## config.mk

```make
export PLATFORM = sky130hd
export DESIGN_NAME = stepper_shadow_commit
export DESIGN_NICKNAME = d
export VERILOG_FILES = /design/src/rtl/ssc_pkg.sv /design/src/rtl/ssc_frame_seq.sv /design/src/rtl/ssc_shadow.sv /design/src/rtl/ssc_commit.sv /design/src/rtl/stepper_shadow_commit.sv
export SDC_FILE = /design/constraint.sdc
export NUM_CORES = 1
export LEC_CHECK = 0
export BUFFER_PORTS_ARGS = -buffer_cell sky130_fd_sc_hd__buf_2
export CAP_MARGIN = 25
export CORE_UTILIZATION = 59
export CTS_CLUSTER_DIAMETER = 150
export DETAILED_ROUTE_END_ITERATION = 12
export HOLD_SLACK_MARGIN = 0.02
export PLACE_DENSITY_LB_ADDON = 0.25
export SLEW_MARGIN = 5
export SYNTH_ARGS = -nofsm -noshare
export SYNTH_HDL_FRONTEND = slang
export SYNTH_SLANG_ARGS = --single-unit
```

## constraint.sdc

```tcl
create_clock -name clk -period 4.2 [get_ports clk]
set_input_delay 0.42 -clock clk [delete_from_list [all_inputs] [get_ports clk]]
set_output_delay 0.42 -clock clk [all_outputs]
set_load 0.01 [all_outputs]
```

## src/rtl/ssc_pkg.sv

```systemverilog
package ssc_pkg;
    parameter int PW_W   = 8;
    parameter int CNT_W  = 10;
    parameter int CUR_W  = 4;
    parameter int WAIT_W = 16;

    typedef struct packed {
        logic [PW_W-1:0]  pw;
        logic [CNT_W-1:0] cnt;
        logic             dir;
        logic [CUR_W-1:0] cur;
        logic             ena;
    } drv_set_t;

    typedef enum logic [1:0] {
        SEQ_IDLE  = 2'd0,
        SEQ_START = 2'd1,
        SEQ_DRIVE = 2'd2
    } seq_state_e;
endpackage

```

## src/rtl/ssc_frame_seq.sv

```systemverilog
module ssc_frame_seq
    import ssc_pkg::*;
#(
    parameter int LEN_W = WAIT_W
) (
    input  logic             clk,
    input  logic             rst_n,
    input  logic             sync_i,
    input  logic [LEN_W-1:0] start_len_i,
    input  logic [LEN_W-1:0] drive_len_i,
    output logic             fire1_o,
    output logic             fire2_o,
    output logic             pt1_o,
    output logic             pt2_o
);
    typedef struct packed {
        seq_state_e       state;
        logic [LEN_W-1:0] cnt;
        logic [LEN_W-1:0] drive_len;
        logic             sync_prev;
        logic             pt1;
        logic             pt2;
    } seq_t;

    seq_t seq_q, seq_d;

    function automatic logic [LEN_W-1:0] at_least_one(input logic [LEN_W-1:0] v);
        return (v == '0) ? LEN_W'(1) : v;
    endfunction

    always_comb begin
        seq_d           = seq_q;
        seq_d.sync_prev = sync_i;
        seq_d.pt1       = 1'b0;
        seq_d.pt2       = 1'b0;
        fire1_o         = 1'b0;
        fire2_o         = 1'b0;
        if (sync_i && !seq_q.sync_prev) begin
            seq_d.state     = SEQ_START;
            seq_d.cnt       = at_least_one(start_len_i);
            seq_d.drive_len = at_least_one(drive_len_i);
        end else begin
            unique case (seq_q.state)
                SEQ_START: begin
                    if (seq_q.cnt <= LEN_W'(1)) begin
                        fire1_o     = 1'b1;
                        seq_d.pt1   = 1'b1;
                        seq_d.state = SEQ_DRIVE;
                        seq_d.cnt   = seq_q.drive_len;
                    end else begin
                        seq_d.cnt = seq_q.cnt - LEN_W'(1);
                    end
                end
                SEQ_DRIVE: begin
                    if (seq_q.cnt <= LEN_W'(1)) begin
                        fire2_o     = 1'b1;
                        seq_d.pt2   = 1'b1;
                        seq_d.state = SEQ_IDLE;
                        seq_d.cnt   = '0;
                    end else begin
                        seq_d.cnt = seq_q.cnt - LEN_W'(1);
                    end
                end
                default: begin
                    seq_d.state = SEQ_IDLE;
                end
            endcase
        end
    end

    always_ff @(posedge clk or negedge rst_n) begin
        if (!rst_n) begin
            seq_q <= '{state: SEQ_IDLE, default: '0};
        end else begin
            seq_q <= seq_d;
        end
    end

    assign pt1_o = seq_q.pt1;
    assign pt2_o = seq_q.pt2;
endmodule

```

## src/rtl/ssc_shadow.sv

```systemverilog
module ssc_shadow
    import ssc_pkg::*;
(
    input  logic     clk,
    input  logic     rst_n,
    input  logic     latch_i,
    input  logic     init_i,
    input  drv_set_t wr_i,
    input  logic     early_go_i,
    input  logic     late_go_i,
    output drv_set_t sh_o,
    output logic     pending_o,
    output logic     early_done_o
);
    typedef struct packed {
        drv_set_t sh;
        logic     pending;
        logic     early_done;
    } shd_t;

    shd_t shd_q, shd_d;

    always_comb begin
        shd_d = shd_q;
        if (latch_i) begin
            shd_d.sh         = wr_i;
            shd_d.pending    = !init_i;
            shd_d.early_done = 1'b0;
        end else if (late_go_i) begin
            shd_d.pending    = 1'b0;
            shd_d.early_done = 1'b0;
        end else if (early_go_i) begin
            shd_d.early_done = 1'b1;
        end
    end

    always_ff @(posedge clk or negedge rst_n) begin
        if (!rst_n) begin
            shd_q <= '0;
        end else begin
            shd_q <= shd_d;
        end
    end

    assign sh_o         = shd_q.sh;
    assign pending_o    = shd_q.pending;
    assign early_done_o = shd_q.early_done;
endmodule

```

## src/rtl/ssc_commit.sv

```systemverilog
module ssc_commit
    import ssc_pkg::*;
(
    input  logic     clk,
    input  logic     rst_n,
    input  logic     fire1_i,
    input  logic     fire2_i,
    input  drv_set_t sh_i,
    input  logic     pending_i,
    input  logic     early_done_i,
    input  logic     latch_i,
    input  logic     init_i,
    input  drv_set_t wr_i,
    output drv_set_t act_o,
    output logic     early_go_o,
    output logic     late_go_o
);
    drv_set_t act_q, act_d;

    always_comb begin
        act_d      = act_q;
        early_go_o = fire1_i && pending_i && !act_q.ena && sh_i.ena;
        late_go_o  = fire2_i && pending_i;
        if (latch_i && init_i) begin
            act_d = wr_i;
        end else begin
            if (early_go_o) begin
                act_d.cur = sh_i.cur;
                act_d.ena = sh_i.ena;
            end
            if (late_go_o) begin
                act_d.pw  = sh_i.pw;
                act_d.cnt = sh_i.cnt;
                act_d.dir = sh_i.dir;
                if (!early_done_i) begin
                    act_d.cur = sh_i.cur;
                    act_d.ena = sh_i.ena;
                end
            end
        end
    end

    always_ff @(posedge clk or negedge rst_n) begin
        if (!rst_n) begin
            act_q <= '0;
        end else begin
            act_q <= act_d;
        end
    end

    assign act_o = act_q;
endmodule

```

## src/rtl/stepper_shadow_commit.sv

```systemverilog
module stepper_shadow_commit
    import ssc_pkg::*;
(
    input  logic              clk,
    input  logic              rst_n,
    input  logic              frame_sync_i,
    input  logic              latch_i,
    input  logic              init_sel_i,
    input  logic [PW_W-1:0]   wr_pw_i,
    input  logic [CNT_W-1:0]  wr_cnt_i,
    input  logic              wr_dir_i,
    input  logic [CUR_W-1:0]  wr_cur_i,
    input  logic              wr_ena_i,
    input  logic [WAIT_W-1:0] start_wait_i,
    input  logic [WAIT_W-1:0] drive_wait_i,
    output logic [PW_W-1:0]   act_pw_o,
    output logic [CNT_W-1:0]  act_cnt_o,
    output logic              act_dir_o,
    output logic [CUR_W-1:0]  act_cur_o,
    output logic              act_ena_o,
    output logic              stage1_o,
    output logic              stage2_o
);
    drv_set_t wr_set, sh_set, act_set;
    logic     fire1, fire2, pending, early_done, early_go, late_go;

    assign wr_set = '{pw: wr_pw_i, cnt: wr_cnt_i, dir: wr_dir_i,
                      cur: wr_cur_i, ena: wr_ena_i};

    ssc_frame_seq #(.LEN_W(WAIT_W)) u_seq (
        .clk         (clk),
        .rst_n       (rst_n),
        .sync_i      (frame_sync_i),
        .start_len_i (start_wait_i),
        .drive_len_i (drive_wait_i),
        .fire1_o     (fire1),
        .fire2_o     (fire2),
        .pt1_o       (stage1_o),
        .pt2_o       (stage2_o)
    );

    ssc_shadow u_shadow (
        .clk          (clk),
        .rst_n        (rst_n),
        .latch_i      (latch_i),
        .init_i       (init_sel_i),
        .wr_i         (wr_set),
        .early_go_i   (early_go),
        .late_go_i    (late_go),
        .sh_o         (sh_set),
        .pending_o    (pending),
        .early_done_o (early_done)
    );

    ssc_commit u_commit (
        .clk          (clk),
        .rst_n        (rst_n),
        .fire1_i      (fire1),
        .fire2_i      (fire2),
        .sh_i         (sh_set),
        .pending_i    (pending),
        .early_done_i (early_done),
        .latch_i      (latch_i),
        .init_i       (init_sel_i),
        .wr_i         (wr_set),
        .act_o        (act_set),
        .early_go_o   (early_go),
        .late_go_o    (late_go)
    );

    assign act_pw_o  = act_set.pw;
    assign act_cnt_o = act_set.cnt;
    assign act_dir_o = act_set.dir;
    assign act_cur_o = act_set.cur;
    assign act_ena_o = act_set.ena;
endmodule

```

==> results.sh <==
export IMPL_outcome="completed"
export IMPL_total_power_uw=1990
export IMPL_preCtsSetupSlack_ns=1.43
export IMPL_seq_area_frac_synth_pct=51.2
export IMPL_syn_area_per_cell_um2=10.0
export IMPL_async_flop_share_pct=100
export IMPL_place_area_mm2=0.00475
export IMPL_initial_core_util_pct=61.9
export IMPL_drtIter0Drc=258
export IMPL_cp_slowest_cell="or4_1"
export IMPL_crit_type="reg -> reg"
export IMPL_tritoncts_num_buffers=9
export IMPL_arrival_ns=3.05
export IMPL_critical_path_max_stage_delay_ns=0.67
export IMPL_area_growth_pct=16.5
export IMPL_finalInstanceArea_mm2=0.00496
export IMPL_drc=0
export IMPL_routed_wl_um=9540
export IMPL_wire_per_inst_um=15.8
export IMPL_finalHoldViolCount=0
export IMPL_clock_tree_root_cell="clkbuf_8"
export IMPL_powerDensity_mw_per_mm2=401
export IMPL_worstPathCellList="or4_1, nor2_1, nand2_1, nor3_1, o22ai_1"
export IMPL_post_cts_buffers=0
export IMPL_critical_path_top_delay_family="simple AND/OR/NAND/NOR gates"
export IMPL_syn_nets=489
export IMPL_antenna_found_initial=0
export IMPL_fmax_mhz=355
export IMPL_synthCells=424
export IMPL_diodes=0
export IMPL_vias=3453
export IMPL_grt_pass1_wl_um=15600
export IMPL_endpoint_kind="flop"
export IMPL_track_usage_pct=27.2
export IMPL_ant_nets=0
export IMPL_p_leak_uw=0.00244
export IMPL_yosysWarningCount=0
export IMPL_syn_area_mm2=0.00426
export IMPL_dieArea_mm2=0.00756
export IMPL_overflow=0
export IMPL_drive_gt1_share_pct=28.1
export IMPL_synth_distinct_cells=50
export IMPL_final_cell_mix="dfrtp_1, buf_2, nand2_1"
export IMPL_cp_startpoint="u_seq.seq_q[23]"
export IMPL_finalSetupViolations=0
export IMPL_slew_violations=0
export IMPL_core_area_mm2=0.00687
export IMPL_whs_ns=0.188
export IMPL_final_min_clock_period_ns=2.81
export IMPL_vias_per_cell=5.74
export IMPL_rr_worst_depth=5
export IMPL_routabilityCongestion=0.898
export IMPL_tritoncts="yes"
export IMPL_clock_latency_ns=0.36
export IMPL_hold_class="in -> reg"
export IMPL_synth_flop_cell="dfrtp_1"
export IMPL_fin_crit_sh_pct=67.0
export IMPL_setup_slack_ns=1.39
export IMPL_ir_drop_mv=0.349
export IMPL_finalClockSkew_ns=0.00733
export IMPL_synth_seq_cells=87
export IMPL_rsz0062_at_grt="no"
export IMPL_path_depth=5
export IMPL_rows=30
export IMPL_cts_sinks=87
export IMPL_worst_slew_pin_slew_ns=0.736
export IMPL_path_buf_inv=0
export IMPL_grt_pass1_vias=3291
export IMPL_r2r_end="u_shadow.pending_o"
export IMPL_start_kind="flop"
export IMPL_cts_buffer_depth=2
export IMPL_fp_dieW_um=86.9
export IMPL_critPathMaxFanout=13
export IMPL_drv_cap=0
export IMPL_rr_startpoint="u_seq.seq_q[23]"
export IMPL_cts_clk_slew_worst_paths_ns=0.09
export IMPL_place_hpwl_um=6730
export IMPL_dr_pass1_iters=4
export IMPL_crit_required_ns=4.43
export IMPL_fin_setup_tns_ns=0
export IMPL_grt_max_degree=66
export IMPL_regToRegSetupSlack_ns=1.39
export IMPL_ios=87
export IMPL_final_nets=566
export IMPL_mostFrequentLayoutCell="dfrtp_1"
export IMPL_fp_dieH_um=86.9
export IMPL_cp_endpoint="u_shadow.pending_o"
export IMPL_synth_edf_count=0
export IMPL_io_buffers=86
export IMPL_relSlewSlack_pct=50.7
export IMPL_h_tree_depth=3
-- worst min-delay path by stage --
stage	startpoint	endpoint	slack (ns)	cells past startpoint
after global placement	u_seq.seq_q[15]	u_seq.seq_q[15]	0.46	2
final	frame_sync_i	u_seq.seq_q[2]	0.19	1
after global routing	frame_sync_i	u_seq.seq_q[2]	0.17	1
after floorplan	rst_n	u_commit.act_o[0]	0.12	0
after CTS	frame_sync_i	u_seq.seq_q[2]	0.18	1
after detailed placement	rst_n	u_seq.seq_q[21]	0.35	1
-- metal layers --
metal	GRT usage, %	up-vias	part of all wire [%]
met1	34.3	1625	41
met4	10.0	0	3.3
li1	-	1672	-
met2	44.1	129	48
met5	0	-	0
met3	8.91	27	7.4
-- power by group --
part / internal (µW) / switching [µW] / total (µW)
registers: 942 / 80.3 / 1020
logic: 177 / 212 / 389
clock network: 249 / 328 / 577
total: 1370 / 620 / 1990
-- kinds of logic (layout without fill, tap and decap cells) --
logic type | count (synthesis) | in the layout | share of synthesized area [%]
adders and majority gates | 4 | 4 | 1.18
AOI/OAI and AO/OA | 90 | 90 | 12.4
and+or+nand+nor | 154 | 154 | 18.2
muxes | 48 | 48 | 12.0
buffers and inverters | 33 | 115 | 3.44
DFF | 87 | 87 | 51.2
xor gates and xnor gates | 8 | 8 | 1.65
-- Yosys cell counts (4+ instances only) --
cell type  instances  area, µm²
dfrtp_1           87       2180
nand2_1           59        221
a21oi_1           45        225
nor2_1            30        113
mux2_2            24        270
mux2i_1           24        240
clkbuf_1          16       60.1
o21ai_0           15       75.1
nor4_1            12       75.1
nor3_1             9       45.0
a31oi_1            7       43.8
and3_1             7       43.8
nand3_1            7       35.0
inv_1              6       22.5
xor2_1             6       52.6
a211oi_1           5       37.5
buf_2              5       25.0
a22oi_1            4       30.0
ha_1               4       50.1
nand3b_1           4       30.0
o31ai_1            4       30.0
-- registers in the layout, indices dropped and copies added, names as in the netlist --
register,flops
u_commit.act_o,24
u_seq.pt1_o,1
u_shadow.sh_o,24
u_seq.pt2_o,1
u_shadow.pending_o,1
u_seq.seq_q,35
u_shadow.early_done_o,1
-- layout make-up --
type | instances | area (µm²)
Inverter | 7 | 26.3
Multi-Input combinational cell | 304 | 1930
Fill cell | 532 | 1910
Sequential cell | 87 | 2180
Clock inverter | 6 | 60.1
Tap cell | 96 | 120
Clock buffer | 10 | 138
Timing Repair Buffer | 92 | 500
-- repair_timing --
| item | CTS | global route |
|---|---|---|
| hold buffers | 1 | 0 |
| resized for setup | 0 | 0 |
| endpoints found under the hold margin | 22 | 0 |
-- per-stage QoR --
stage               std cells  utilization, %
floorplan                 424               -
global placement          584            68.7
detailed placement        585            69.1
CTS                       602            72.1
global route              602            72.1
finish                    602            72.1
Note: power is estimated with default switching activity, not from simulation.
